### config.mk
export PLATFORM = sky130hd
export DESIGN_NAME = rr_skip_sel
export DESIGN_NICKNAME = d
export VERILOG_FILES = /design/src/rtl/rr_skip_sel.sv
export SDC_FILE = /design/constraint.sdc
export NUM_CORES = 1
export LEC_CHECK = 0
export BUFFER_PORTS_ARGS = -buffer_cell sky130_fd_sc_hd__clkbuf_2
export CAP_MARGIN = 25
export CORE_UTILIZATION = 54
export CTS_BUF_LIST = sky130_fd_sc_hd__clkbuf_4 sky130_fd_sc_hd__clkbuf_8 sky130_fd_sc_hd__clkbuf_16
export CTS_CLUSTER_SIZE = 40
export DETAILED_ROUTE_END_ITERATION = 7
export PLACE_DENSITY = 0.89
export SLEW_MARGIN = 25
export SYNTH_ARGS = -nofsm -noshare
export SYNTH_HDL_FRONTEND = slang
export SYNTH_SLANG_ARGS = --single-unit
### constraint.sdc
create_clock -name clk -period 3 [get_ports clk]
set_clock_uncertainty 0.1 [all_clocks]
set_input_delay 0.45 -clock clk [delete_from_list [all_inputs] [get_ports clk]]
set_output_delay 0.45 -clock clk [all_outputs]
set_load 0.02 [all_outputs]
### src/rtl/rr_skip_sel.sv
module rr_skip_sel #(
  parameter int NPORTS = 8,
  localparam int PW = (NPORTS > 1) ? $clog2(NPORTS) : 1
) (
  input  logic              clk,
  input  logic              rst_n,
  input  logic [NPORTS-1:0] ready,
  input  logic              done,
  input  logic              skip,
  output logic [PW-1:0]     port,
  output logic              avail
);

  logic          hit;
  logic [PW-1:0] pick;

  always_comb begin
    logic [PW:0] k;
    hit  = 1'b0;
    pick = port;
    for (int i = 1; i <= NPORTS; i++) begin
      k = {1'b0, port} + (PW+1)'(i);
      if (k >= (PW+1)'(NPORTS)) k = k - (PW+1)'(NPORTS);
      if (!hit && ready[k[PW-1:0]]) begin
        hit  = 1'b1;
        pick = k[PW-1:0];
      end
    end
  end

  always_ff @(posedge clk) begin
    if (!rst_n) begin
      avail <= 1'b0;
      port  <= PW'(NPORTS-1);
    end else if (avail) begin
      if (done) begin
        avail <= hit;
        if (hit) port <= pick;
      end else if (skip) begin
        avail <= 1'b0;
      end
    end else if (hit) begin
      avail <= 1'b1;
      port  <= pick;
    end
  end


  hold_chk: assert property (@(posedge clk) disable iff (!rst_n)
    (avail && !done && !skip) |=> (avail && $stable(port)));


  skip_gap_chk: assert property (@(posedge clk) disable iff (!rst_n)
    (avail && skip && !done) |=> (!avail && $stable(port)));


  idle_chk: assert property (@(posedge clk) disable iff (!rst_n)
    (!avail && ready == '0) |=> (!avail && $stable(port)));


  grant_chk: assert property (@(posedge clk) disable iff (!rst_n)
    (!avail && ready != '0) |=> avail);


  chain_chk: assert property (@(posedge clk) disable iff (!rst_n)
    (avail && done && ready != '0) |=> avail);


  drain_chk: assert property (@(posedge clk) disable iff (!rst_n)
    (avail && done && ready == '0) |=> (!avail && $stable(port)));

endmodule

## Yosys cells after proc, flatten, opt, wreduce, memory -nomap -nowiden

Cells that the tools add are included.

- Add/sub/neg operators: 16
- Magnitude comparators: 16
- Equality and inequality tests: 1
- Mux-type cells: 47
- Reductions and logical operators: 14

Operators with widths:

| kind | count |
|---|---|
| $mux W3 | 19 |
| $ge A4 B4 Y1 const B | 8 |
| $lt A3 B4 Y1 const B | 8 |
| $bmux W1 S3 | 8 |
| $sub A3 B1 Y3 const B | 8 |
| $mux W1 | 20 |
| $add A3 B3 Y4 const B | 4 |
| $add A3 B2 Y4 const B | 2 |
| $logic_and A1 B1 Y1 | 7 |
| $logic_not A1 Y1 | 7 |
| $add A3 B1 Y4 const B | 1 |
| $add A3 B4 Y4 const B | 1 |
| $ne A2 B2 Y1 const B | 1 |

- Flip-flop bits (word level): 4
- Bits of input ports: 12
- Output and inout port bits: 4
- Logic and storage cells: 96

## Logic depth before layout (Yosys ltp)

- Depth after elaboration: 30
- Depth in mapped cells: 12
- Mapped depth without buffers: 9

## Least setup slack after synthesis

Ideal clock, no wire load.

- Path type: register to register
- Start point: register port[0]
- End point: register port[1]
- Setup time: 0.122 ns
- Arrival time: 2.654 ns
- Required time: 2.778 ns
- Path slack: 0.124 ns
- Cell stages (with the launch flop): 13
- Path buffers: 3
- Clock period less this slack: 2.876 ns
- Cells stage by stage: dfxtp_1 -> buf_6 -> clkbuf_8 -> inv_1 -> ha_1 -> buf_2 -> mux4_2 -> mux2i_2 -> and2_4 -> nand3_1 -> a21oi_1 -> o21ai_1 -> a221o_1

- Word-level cells in the longest chain between the ends: 30
- Elaborated cells between the ends (all ways): 81
- Classes of those cells: add/sub (16); order compare (8); mux (43); reduce/logical (14)

RTL lines:

| item | line | text |
|---|---|---|
| start, declared | 10 | `output logic [PW-1:0] port,` |
| start signal, assigned | 34 | `port <= PW'(NPORTS-1);` |
| start signal, assigned | 38 | `if (hit) port <= pick;` |
| start signal, assigned | 44 | `port <= pick;` |
| $add A3 B1 Y4 | 22 | `k = {1'b0, port} + (PW+1)'(i);` |
| $ge A4 B4 Y1 / $sub A3 B1 Y3 (equally long branches) | 23 | `if (k >= (PW+1)'(NPORTS)) k = k - (PW+1)'(NPORTS);` |
| $mux W3 | 23 |  |
| $bmux W1 S3 | 24 | `if (!hit && ready[k[PW-1:0]]) begin` |
| $mux W1 (implied by the code) | 24 |  |
| $mux W1 | 24 |  |
| $logic_not A1 Y1 | 24 |  |
| $logic_and A1 B1 Y1 | 24 |  |
| (+14 left out) | -- |  |
| $logic_and A1 B1 Y1 | 24 |  |
| $mux W1 | 24 |  |
| $logic_not A1 Y1 | 24 |  |
| $logic_and A1 B1 Y1 | 24 |  |
| $mux W3 / $mux W1 (equally long branches) | 24 |  |
| $mux W3 * | 38, 42 |  |
| $mux W3 | 36 | `if (done) begin` |
| $mux W3 * | 35 | `end else if (avail) begin` |

Every way passes the cells marked *; elsewhere a longest branch is shown, timed or not. The select of a mux whose other input is x is not followed.
A chain may end at the register's enable or synchronous reset.

## Worst setup path in the final report

Same ends and word-level chain as after synthesis.

==> summary.md <==
| Metric | Value |
|---|---|
| Buffers and inverters on the worst path | 1 |
| First-pass GRT wire length | 3760 µm |
| Row cnt | 14 |
| Clk slew on worst S/H paths | 0.04 ns |
| Initial antenna violation count | 0 |
| WL final | 2180 µm |
| CP max-delay cell | ha_1 |
| Slew headroom | 63.1% |
| Top post-synthesis cells by area | mux2i_1 (14%), mux4_2 (9.9%), dfxtp_1 (8.8%) |
| Total die area | 1850 µm² |
| Final HPWL from detailed placement | 1760 µm |
| Area growth, synth to finish | 7.98% |
| Top cell type's share of synthesized area | 14.3% |
| Post-route minimum period | 2.74 ns |
| Max Cap Viol | 0 |
| Hold Vio Cnt, Final | 0 |
| Crit-path cells | inv_1 > ha_1 > mux4_2 > mux2i_2 > and2_4 > nand3_1 > a21oi_1 > o21ai_1 > a221o_1 |
| DRT Pass-1 Iters | 4 |
| Peak fanout along the critical path | 9 |
| Avg Inst Size Synth | 8.19 µm² |
| Root buf cell | clkbuf_4 |
| Final setup viols | 0 |
| Max Freq | 365 MHz |
| Final TNS setup | 0 ns |
| # IOs | 16 |
| Peak supply drop | 0.961 mV |
| Synth unique cells | 41 |
| WL met2 | 1080 µm |
| Clock Path Buffers | 2 |
| Worst hold path class | in2reg |
| Post-synth ARST share | 0% |
| Chip Width | 43.0 µm |
| Total gr overflow | 0 |
| Overall Global Routing Usage | 27.1% |
| CTS Sinks | 4 |
| Max incr delay on CP | 0.51 ns |
| Post-synth EDFFs | 0 |
| Post-layout net count | 141 |
| CP arrival | 2.75 ns |
| Core area | 1540 µm² |
| Sequential share of the synthesized area | 8.80% |
| Post-cts repair resize count | 0 |
| Synth warn | 0 |
| Number of diodes | 0 |
| Post-CTS Hold Fix Bufs | 0 |
| Leak Pwr | 0.457 nW |
| Postcts setup bufs | 0 |
| Area leader, netlist | mux2i_1 |
| Post-route antenna net violation count | 0 |
| Vias per cell | 6.56 |
| Largest net degree at the start of global routing | 17 |
| CTS tree | yes |
| Worst Reg-to-Reg Cells | 9 |
| Cell Area, Synth | 910 µm² |
| Synth Flop Type | dfxtp_1 |
| Input/output buffers | 15 |
| Status | finished clean |
| Setup crit start kind | register |
| Syn Inst Count | 111 |
| Skew-Pair Late Insertion Delay | 0.23 ns |
| CTS Buf Count | 3 |
| Die H | 43.0 µm |
| Period utilisation layout | 91.3% |
| Met1 WL | 925 µm |
| Uppermost layer routed | met4 |
| Hold path depth | 2 |
| Vias in the first global route | 850 |
| Final GP Congestion | 0.893 |
| Vias | 925 |
| DRC Markers | 0 |
| Crit end category | register |
| CP required | 3.01 ns |
| Syn Nets | 125 |
| Flops & latches, synth | 4 |
| Tightest Pin Transition | 0.552 ns |
| Worst path depth | 9 |
| Starting Density | 59.0% |
| WL met3 | 152 µm |
| RSZ-0062 raised after global routing | false |
| Commonest cells in the netlist | nand2_1 (14), mux2i_1 (13), o21ai_0 (9) |
| Final hold slack | 0.324 ns |
| DR iter-0 viols | 43 |
| Layout cells sized above 1 | 28.8% |
| Count leader, synth | nand2_1 |
| Critical path's top delay family | multiplexers |
| PwrDens | 1310 nW/µm² |
| Max-slew violations | 0 |
| Crit Path Class | reg2reg |
| WL/cell | 15.4 µm |
| H-tree depth | 1 |
==> cell type report <==
cell class | count | area [µm²]
Inverter | 8 | 30.0
Clock buffer | 3 | 22.5
Tap cell | 16 | 20.0
Timing Repair Buffer | 17 | 90.1
Sequential cell | 4 | 80.1
Multi-Input combinational cell | 93 | 739
Fill cell | 131 | 559
==> routing by layer <==
metal  GRT usage [%]  vias up
met5               0        -
li1                -      450
met4            14.5        0
met3            5.11        2
met2            42.4       35
met1            35.0      438
==> path summary, 6_finish.rpt <==
path,start,endpoint,slack [ns]
max reg2reg,port[0],port[1],0.26
min reg2reg,port[0],port[0],0.47
max,port[0],port[1],0.26
min,rst_n,port[0],0.32
==> cells in the final DEF (no fill, tap or decap), types with 2 or more instances in the layout <==
master / instances
a31oi_1: 5
and2b_2: 3
buf_4: 2
clkbuf_2: 15
clkbuf_4: 3
dfxtp_1: 4
ha_1: 2
inv_1: 8
mux2_2: 2
mux2i_1: 13
mux4_2: 4
nand2_1: 14
nand3_1: 4
nand4_1: 3
nor2_1: 6
o211ai_1: 2
o21ai_0: 9
xnor2_1: 3
xor2_1: 2
==> stage by stage <==
step                instances  area [µm²]  utilization, %  setup slack (ns)  power, mW
detailed placement        138         960            62.3             0.311       1.20
floorplan                 111         910               -             0.124       1.04
finish                    141         982            63.7             0.262       1.29
CTS                       141         982            63.7             0.275       1.28
global placement          138         960            62.3             0.338       1.17
global route              141         982            63.7            0.0461       1.41
==> sequential cells by signal, summed over array words and instances (netlist names) <==
register / count
avail: 1
port: 3
==> cell families (layout without fill, tap and decap cells) <==
logic type                 after synthesis  count (layout)  share of synthesized area [%]
AOI/OAI and AO/OA                       25              25                           18.8
and+or+nand+nor                         40              40                           23.8
DFF                                      4               4                           8.80
adders and majority gates                2               2                           2.75
xor gates and xnor gates                 5               5                           4.82
muxes                                   21              21                           31.1
buffers and inverters                   14              28                           9.90
==> power breakdown <==
group / total [mW] / internal, mW / switching, mW
logic: 1.12 / 0.476 / 0.642
clock network: 0.0668 / 0.0448 / 0.0220
registers: 0.105 / 0.0741 / 0.0312
Power figures use the tool's default switching activity.
